### src/rtl/bbb_pkg.sv
package bbb_pkg;

  localparam int MODE_W = 6;

  // mode bit positions in the control byte
  localparam int MB_WR_ON_DW  = 0;
  localparam int MB_INC_ON_DW = 1;
  localparam int MB_RD_ON_DR  = 2;
  localparam int MB_INC_ON_DR = 3;
  localparam int MB_RD_ON_TOP = 4;
  localparam int MB_INC_ON_TOP = 5;

  // trigger / status bit positions in the control byte
  localparam int CB_READ = 6;   // write: start read, read: error
  localparam int CB_INC  = 7;   // write: increment, read: busy

  typedef logic [MODE_W-1:0] mode_t;

  typedef struct packed {
    logic data_wr;
    logic data_rd;
    logic ctl_wr;
    logic top_wr;
  } host_ev_t;

endpackage

### src/rtl/bbb_host_decode.sv
module bbb_host_decode
  import bbb_pkg::*;
#(
  parameter int NB    = 4,
  parameter int OFF_W = 3
) (
  input  logic             host_cs,
  input  logic [OFF_W-1:0] host_off,
  input  logic             host_rd,
  input  logic             host_wr,
  input  logic [7:0]       host_wdata,
  input  mode_t            mode_q,
  output logic [NB-1:0]    byte_wr,
  output host_ev_t         ev,
  output logic             req_start,
  output logic             req_we,
  output logic             inc_full,
  output logic             inc_low
);

  localparam logic [OFF_W-1:0] OFF_DATA = OFF_W'(NB);
  localparam logic [OFF_W-1:0] OFF_CTL  = OFF_W'(NB + 1);

  logic host_w;
  logic host_r;

  assign host_w = host_cs & host_wr;
  assign host_r = host_cs & host_rd;

  for (genvar i = 0; i < NB; i++) begin : g_byte_wr
    assign byte_wr[i] = host_w && (host_off == OFF_W'(i));
  end

  assign ev.data_wr = host_w && (host_off == OFF_DATA);
  assign ev.data_rd = host_r && (host_off == OFF_DATA);
  assign ev.ctl_wr  = host_w && (host_off == OFF_CTL);
  assign ev.top_wr  = byte_wr[NB-1];

  // each event source may request a bus cycle and/or an increment
  assign req_start = (ev.data_wr & mode_q[MB_WR_ON_DW])
                   | (ev.data_rd & mode_q[MB_RD_ON_DR])
                   | (ev.top_wr  & mode_q[MB_RD_ON_TOP])
                   | (ev.ctl_wr  & host_wdata[CB_READ]);

  assign req_we = ev.data_wr & mode_q[MB_WR_ON_DW];

  assign inc_full = (ev.data_wr & mode_q[MB_INC_ON_DW])
                  | (ev.data_rd & mode_q[MB_INC_ON_DR])
                  | (ev.ctl_wr  & host_wdata[CB_INC]);

  assign inc_low = ev.top_wr & mode_q[MB_INC_ON_TOP];

endmodule

### src/rtl/bbb_addr_reg.sv
module bbb_addr_reg #(
  parameter int ADDR_W = 32
) (
  input  logic               clk,
  input  logic               rst_n,
  input  logic [ADDR_W/8-1:0] byte_wr,
  input  logic [7:0]         wdata,
  input  logic               inc_full,
  input  logic               inc_low,
  output logic [ADDR_W-1:0]  addr_q,
  output logic [ADDR_W-1:0]  cyc_adr
);

  localparam int NB    = ADDR_W / 8;
  localparam int LOW_W = ADDR_W - 8;

  logic [ADDR_W-1:0] addr_d;

  function automatic logic [ADDR_W-1:0] bump_full(input logic [ADDR_W-1:0] a);
    return a + ADDR_W'(1);
  endfunction

  function automatic logic [LOW_W-1:0] bump_low(input logic [ADDR_W-1:0] a);
    return a[LOW_W-1:0] + LOW_W'(1);
  endfunction

  always_comb begin
    addr_d = addr_q;
    if (inc_full) addr_d = bump_full(addr_q);
    for (int i = 0; i < NB; i++) begin
      if (byte_wr[i]) addr_d[8*i +: 8] = wdata;
    end
    if (inc_low) addr_d[LOW_W-1:0] = bump_low(addr_q);
  end

  // a top-byte write targets the new top byte with the old lower bits
  assign cyc_adr = byte_wr[NB-1] ? {wdata, addr_q[LOW_W-1:0]} : addr_q;

  always_ff @(posedge clk) begin
    if (!rst_n) addr_q <= '0;
    else        addr_q <= addr_d;
  end

  assert_full_inc_R4: assert property (@(posedge clk) disable iff (!rst_n)
    (inc_full && byte_wr == '0) |=> addr_q == $past(addr_q) + ADDR_W'(1));

  assert_top_inc_no_carry_R6: assert property (@(posedge clk) disable iff (!rst_n)
    (byte_wr[NB-1] && inc_low) |=>
      (addr_q[ADDR_W-1:LOW_W] == $past(wdata)) &&
      (addr_q[LOW_W-1:0] == $past(addr_q[LOW_W-1:0]) + LOW_W'(1)));

  assert_byte_replace_R2: assert property (@(posedge clk) disable iff (!rst_n)
    (byte_wr[0] && !inc_full) |=> addr_q[7:0] == $past(wdata));

endmodule

### src/rtl/bbb_wb_master.sv
module bbb_wb_master #(
  parameter int ADDR_W = 32,
  parameter int BUS_W  = 32
) (
  input  logic              clk,
  input  logic              rst_n,
  input  logic              req_start,
  input  logic              req_we,
  input  logic [ADDR_W-1:0] req_adr,
  input  logic [7:0]        req_byte,
  input  logic              host_data_wr,
  input  logic [7:0]        host_wdata,
  output logic [7:0]        data_q,
  output logic              busy,
  output logic              err_flag,
  output logic              wb_cyc,
  output logic              wb_stb,
  output logic              wb_we,
  output logic [ADDR_W-1:0] wb_adr,
  output logic [BUS_W/8-1:0] wb_sel,
  output logic [BUS_W-1:0]  wb_dat_o,
  input  logic [BUS_W-1:0]  wb_dat_i,
  input  logic              wb_ack,
  input  logic              wb_err
);

  localparam int LANES  = BUS_W / 8;
  localparam int LSEL_W = (LANES > 1) ? $clog2(LANES) : 1;

  // named internal events
  logic cyc_start;
  logic cyc_end_ok;
  logic cyc_end_err;
  logic rd_land;

  logic [LSEL_W-1:0] req_lane;
  logic [LANES-1:0]  req_sel;
  logic [BUS_W-1:0]  req_lanes;
  logic [7:0]        lane_pick [LANES];
  logic [7:0]        rd_byte;

  function automatic logic [LANES-1:0] lane_onehot(input logic [LSEL_W-1:0] idx);
    return LANES'(1) << idx;
  endfunction

  assign req_lane = req_adr[LSEL_W-1:0];
  assign req_sel  = lane_onehot(req_lane);

  for (genvar k = 0; k < LANES; k++) begin : g_lane
    assign req_lanes[8*k +: 8] = req_sel[k] ? req_byte : 8'h00;
    assign lane_pick[k]        = wb_sel[k] ? wb_dat_i[8*k +: 8] : 8'h00;
  end

  always_comb begin
    rd_byte = 8'h00;
    for (int k = 0; k < LANES; k++) rd_byte = rd_byte | lane_pick[k];
  end

  assign cyc_start   = req_start && !wb_cyc;
  assign cyc_end_err = wb_cyc && wb_err;
  assign cyc_end_ok  = wb_cyc && wb_ack && !wb_err;
  assign rd_land     = cyc_end_ok && !wb_we;

  assign busy   = wb_cyc;
  assign wb_stb = wb_cyc;

  always_ff @(posedge clk) begin
    if (!rst_n) begin
      wb_cyc   <= 1'b0;
      wb_we    <= 1'b0;
      wb_adr   <= '0;
      wb_sel   <= '0;
      wb_dat_o <= '0;
      err_flag <= 1'b0;
    end else if (cyc_start) begin
      wb_cyc   <= 1'b1;
      wb_we    <= req_we;
      wb_adr   <= req_adr;
      wb_sel   <= req_sel;
      wb_dat_o <= req_we ? req_lanes : '0;
    end else if (cyc_end_err) begin
      wb_cyc   <= 1'b0;
      err_flag <= 1'b1;
    end else if (cyc_end_ok) begin
      wb_cyc   <= 1'b0;
      err_flag <= 1'b0;
    end
  end

  // host write has priority over a landing read byte
  always_ff @(posedge clk) begin
    if (!rst_n)            data_q <= 8'h00;
    else if (host_data_wr) data_q <= host_wdata;
    else if (rd_land)      data_q <= rd_byte;
  end

  assert_one_lane_R7: assert property (@(posedge clk) disable iff (!rst_n)
    wb_cyc |-> $countones(wb_sel) == 1);

  assert_lane_matches_adr_R7: assert property (@(posedge clk) disable iff (!rst_n)
    wb_cyc |-> wb_sel[wb_adr[LSEL_W-1:0]]);

  assert_hold_until_done_R8: assert property (@(posedge clk) disable iff (!rst_n)
    (wb_cyc && !wb_ack && !wb_err) |=>
      wb_cyc && $stable(wb_adr) && $stable(wb_we) && $stable(wb_sel));

  assert_busy_drops_R8: assert property (@(posedge clk) disable iff (!rst_n)
    (wb_cyc && (wb_ack || wb_err)) |=> !wb_cyc);

  assert_err_latched_R9: assert property (@(posedge clk) disable iff (!rst_n)
    (wb_cyc && wb_err) |=> err_flag);

  assert_err_keeps_data_R9: assert property (@(posedge clk) disable iff (!rst_n)
    (wb_cyc && wb_err && !host_data_wr) |=> $stable(data_q));

  assert_busy_ignores_start_R10: assert property (@(posedge clk) disable iff (!rst_n)
    (wb_cyc && req_start) |=> $stable(wb_adr) && $stable(wb_we));

  assert_host_wins_R11: assert property (@(posedge clk) disable iff (!rst_n)
    host_data_wr |=> data_q == $past(host_wdata));

endmodule

### src/rtl/byte_bus_bridge.sv
module byte_bus_bridge
  import bbb_pkg::*;
#(
  parameter int ADDR_W = 32,
  parameter int BUS_W  = 32,
  localparam int NB    = ADDR_W / 8,
  localparam int OFF_W = $clog2(NB + 2),
  localparam int LANES = BUS_W / 8
) (
  input  logic              clk,
  input  logic              rst_n,
  input  logic              host_cs,
  input  logic [OFF_W-1:0]  host_off,
  input  logic              host_rd,
  input  logic              host_wr,
  input  logic [7:0]        host_wdata,
  output logic [7:0]        host_rdata,
  output logic              wb_cyc,
  output logic              wb_stb,
  output logic              wb_we,
  output logic [ADDR_W-1:0] wb_adr,
  output logic [LANES-1:0]  wb_sel,
  output logic [BUS_W-1:0]  wb_dat_o,
  input  logic [BUS_W-1:0]  wb_dat_i,
  input  logic              wb_ack,
  input  logic              wb_err
);

  mode_t             mode_q;
  logic [NB-1:0]     byte_wr;
  host_ev_t          ev;
  logic              req_start;
  logic              req_we;
  logic              inc_full;
  logic              inc_low;
  logic [ADDR_W-1:0] addr_q;
  logic [ADDR_W-1:0] cyc_adr;
  logic [7:0]        data_q;
  logic              busy;
  logic              err_flag;

  bbb_host_decode #(.NB(NB), .OFF_W(OFF_W)) u_decode (
    .host_cs   (host_cs),
    .host_off  (host_off),
    .host_rd   (host_rd),
    .host_wr   (host_wr),
    .host_wdata(host_wdata),
    .mode_q    (mode_q),
    .byte_wr   (byte_wr),
    .ev        (ev),
    .req_start (req_start),
    .req_we    (req_we),
    .inc_full  (inc_full),
    .inc_low   (inc_low)
  );

  bbb_addr_reg #(.ADDR_W(ADDR_W)) u_addr (
    .clk     (clk),
    .rst_n   (rst_n),
    .byte_wr (byte_wr),
    .wdata   (host_wdata),
    .inc_full(inc_full),
    .inc_low (inc_low),
    .addr_q  (addr_q),
    .cyc_adr (cyc_adr)
  );

  bbb_wb_master #(.ADDR_W(ADDR_W), .BUS_W(BUS_W)) u_master (
    .clk         (clk),
    .rst_n       (rst_n),
    .req_start   (req_start),
    .req_we      (req_we),
    .req_adr     (cyc_adr),
    .req_byte    (host_wdata),
    .host_data_wr(ev.data_wr),
    .host_wdata  (host_wdata),
    .data_q      (data_q),
    .busy        (busy),
    .err_flag    (err_flag),
    .wb_cyc      (wb_cyc),
    .wb_stb      (wb_stb),
    .wb_we       (wb_we),
    .wb_adr      (wb_adr),
    .wb_sel      (wb_sel),
    .wb_dat_o    (wb_dat_o),
    .wb_dat_i    (wb_dat_i),
    .wb_ack      (wb_ack),
    .wb_err      (wb_err)
  );

  always_ff @(posedge clk) begin
    if (!rst_n)         mode_q <= '0;
    else if (ev.ctl_wr) mode_q <= host_wdata[MODE_W-1:0];
  end

  always_comb begin
    host_rdata = 8'h00;
    if (host_cs && host_rd) begin
      for (int i = 0; i < NB; i++) begin
        if (host_off == OFF_W'(i)) host_rdata = addr_q[8*i +: 8];
      end
      if (host_off == OFF_W'(NB))     host_rdata = data_q;
      if (host_off == OFF_W'(NB + 1)) host_rdata = {busy, err_flag, mode_q};
    end
  end

  assert_zero_triggers_noop_R3: assert property (@(posedge clk) disable iff (!rst_n)
    (!wb_cyc && ev.ctl_wr && host_wdata[CB_INC:CB_READ] == 2'b00) |=>
      !wb_cyc && $stable(addr_q));

  assert_both_triggers_R12: assert property (@(posedge clk) disable iff (!rst_n)
    (!wb_cyc && ev.ctl_wr && host_wdata[CB_INC:CB_READ] == 2'b11) |=>
      wb_cyc && !wb_we && (wb_adr == $past(addr_q)) &&
      (addr_q == $past(addr_q) + ADDR_W'(1)));

  assert_reset_idle_R1: assert property (@(posedge clk)
    !rst_n |=> !wb_cyc && addr_q == '0 && mode_q == '0);

endmodule

### config.mk
export PLATFORM = sky130hd
export DESIGN_NAME = byte_bus_bridge
export DESIGN_NICKNAME = d
export VERILOG_FILES = /design/src/rtl/bbb_pkg.sv /design/src/rtl/bbb_host_decode.sv /design/src/rtl/bbb_addr_reg.sv /design/src/rtl/bbb_wb_master.sv /design/src/rtl/byte_bus_bridge.sv
export SDC_FILE = /design/constraint.sdc
export NUM_CORES = 1
export LEC_CHECK = 0
export CAP_MARGIN = 25
export CORE_UTILIZATION = 30
export CTS_CLUSTER_SIZE = 8
export DETAILED_ROUTE_END_ITERATION = 16
export GPL_ROUTABILITY_DRIVEN = 0
export PLACE_DENSITY = 0.5
export SLEW_MARGIN = 20
export SYNTH_ARGS = -nofsm -noshare
export SYNTH_HDL_FRONTEND = slang
export SYNTH_HIERARCHICAL = 1
export SYNTH_SLANG_ARGS = --single-unit
export TNS_END_PERCENT = 20
### constraint.sdc
create_clock -name clk -period 2.7 [get_ports clk]
set_input_delay 0.405 -clock clk [delete_from_list [all_inputs] [get_ports clk]]
set_output_delay 0.405 -clock clk [all_outputs]
set_load 0.01 [all_outputs]
==> impl_metrics.tcl <==
set metrics [dict create \
    postCtsHoldBufs 0 \
    dpl.hpwl_um 17300 \
    setup_viol 0 \
    cp-startpoint "host_off[0]" \
    cp_cell_sequence "clkdlybuf4s50_1 -> buf_12 -> buf_12 -> mux2_4 -> a22oi_1 -> a21oi_1 -> dlygate4sd2_1" \
    status "finished clean" \
    hold_end "u_master/wb_adr[20]$_SDFFE_PN0P_" \
    grt_pass1_wl_um 37300 \
    chipHeight_um 149 \
    ir_drop_mv 0.365 \
    cts_inserted_buffers 17 \
    dp_slack_ps -87.6 \
    grt_pass1_vias 6292 \
    dp_cells 1147 \
    fmax_mhz 388 \
    worstReg2RegEnd "u_addr/addr_q[30]$_SDFFE_PN0P_" \
    h-tree-depth 4 \
    syn_area_per_cell_um2 8.57 \
    tritoncts "built" \
    ant_nets 0 \
    hold_viol 0 \
    min_period_over_period_pct 95.3 \
    drt_iter0_drc 439 \
    dieArea_um2 22100 \
    syn-instance-count 755 \
    root_buffer "clkbuf_16" \
    post-route-util_pct 41.8 \
    max_stage_delay_ps 510 \
    wirelength_um 24000 \
    area_growth_pct 36.2 \
    portBuffers 128 \
    drive_above_1_share_pct 16.6 \
    initial_core_util_pct 30.7 \
    clk_pin_slew_worst_paths_ps 60 \
    setup_slack_ps 126 \
    core_area_um2 21100 \
    grt_usage_pct 22.4 \
    regToRegSetupSlack_ps 430 \
    rows 53 \
    crit_top_cell "buf_12" \
    layout_min_cycle_time_ps 2570 \
    critPathSlowestCell "clkdlybuf4s50_1" \
    worst-slew-pin-transition_ps 734 \
    insertion_delay_ps 430 \
    yosysWarnings 6 \
    slew_violations 0 \
    hp-class "reg2reg" \
    maxCapViolCount 0 \
    cts_buffer_depth 2 \
    rsz0062_at_grt "false" \
    post_cts_buffers 0 \
    first_pass_iters 7 \
    fin_nets 942 \
    antenna_cells 0 \
    stdcell_count 1179 \
    start_kind "input pin" \
    slew_headroom_pct 50.9 \
    vias 6388 \
    synth_nets 806 \
    vias_per_cell 5.42 \
    die_x_um 149 \
    io_pins 129 \
    grt_max_degree 34 \
    power_density_nw_per_um2 501 \
    arrival_ps 2170 \
    drc 0 \
    grt-ovfl-total 0 \
    p_leak_nw 3.05 \
    reg2reg_depth 5 \
    end_kind "output port" \
    hold_start "u_master/wb_adr[20]$_SDFFE_PN0P_" \
    critPathKind "in2out" \
    total_power_mw 4.41 \
    syn_area_um2 6470 \
    r2r-start "u_addr/addr_q[1]$_SDFFE_PN0P_" \
    numClockSinks 117 \
    hold_depth 2 \
    wl_per_cell_um 20.3 \
    antenna_found_initial 0 \
    nFillCells 2159 \
    required_ps 2300 \
    crit_path_max_fanout 22 \
    clock_skew_ps 9.82 \
]
sequential cells by signal, indices dropped and copies added, names as in the netlist:
name,cells
u_addr/addr_q,32
u_master/wb_adr,32
u_master/wb_dat_o,32
u_master/data_q,8
mode_q,6
u_master/wb_sel,4
u_master/busy,1
u_master/err_flag,1
u_master/wb_we,1
cell usage in the layout (no fill, tap or decap), drive strengths merged, types with 17 or more instances in the layout:
cell           instances
a21boi                34
a21oi                 32
a32oi                 33
buf                   81
clkbuf                17
clkdlybuf4s50        119
dfxtp                117
inv                   19
mux2                  22
nand2                 84
nand4                 18
nor2                  29
nor2b                 49
nor3                  20
o21ai                 34
how the worst max path moves through the flow:
| stage | to | cells after the start | slack (ps) |
|---|---|---|---|
| 2_1_floorplan | u_addr/addr_q[29]$_SDFFE_PN0P_ | 8 | 490 |
| 3_3_place_gp | u_master/wb_dat_o[9]$_SDFFE_PN0P_ | 8 | -80 |
| 3_5_place_dp | u_master/wb_dat_o[9]$_SDFFE_PN0P_ | 8 | -90 |
| 4_1_cts | host_rdata[7] | 7 | -9 |
| 5_1_grt | u_master/wb_dat_o[11]$_SDFFE_PN0P_ | 8 | 80 |
| 6_report | host_rdata[0] | 7 | 130 |
critical path: cells and delay by family:
kind / cells / cell delay [ps]
buffers and inverters: 4 / 1120
AOI/OAI and AO/OA: 2 / 340
muxes: 1 / 290
area by class of cell:
cell class,instances,area (µm²),area share [%]
Timing Repair Buffer,208,1950,22.1
Inverter,12,45.0,0.512
Tap cell,275,344,3.91
Multi-Input combinational cell,535,3560,40.4
Clock buffer,17,425,4.83
Sequential cell,117,2340,26.6
Clock inverter,15,148,1.68
layer usage:
layer  GRT usage (%)  vias to the layer above  part of all wire [%]
li1                -                     3078                     -
met1            29.3                     3075                    45
met2            36.5                      209                    47
met3            4.71                       26                   5.9
met4            7.55                        0                   1.5
met5               0                        -                     0
power by group:
group | total (mW) | switching, mW | internal [mW]
Clock | 2.23 | 0.937 | 1.29
Sequential | 1.80 | 0.0490 | 1.75
Combinational | 0.389 | 0.192 | 0.197
per-stage QoR:
step           hold WS [ps]  setup TNS (ps)  instance area [µm²]
6_report                462               0                 8810
5_1_grt                 493               0                 8810
4_1_cts                 467           -8.79                 8800
3_5_place_dp            459           -1610                 8240
3_3_place_gp            450           -1240                 8240
2_1_floorplan           437               0                 6470
timing repair:
| item | in CTS | in global routing |
|---|---|---|
| endpoints found under the setup margin | 8 | 1 |
| resized for setup | 7 | 2 |
| pin swaps | 0 | 0 |
Note: power is estimated with default switching activity, not from simulation.
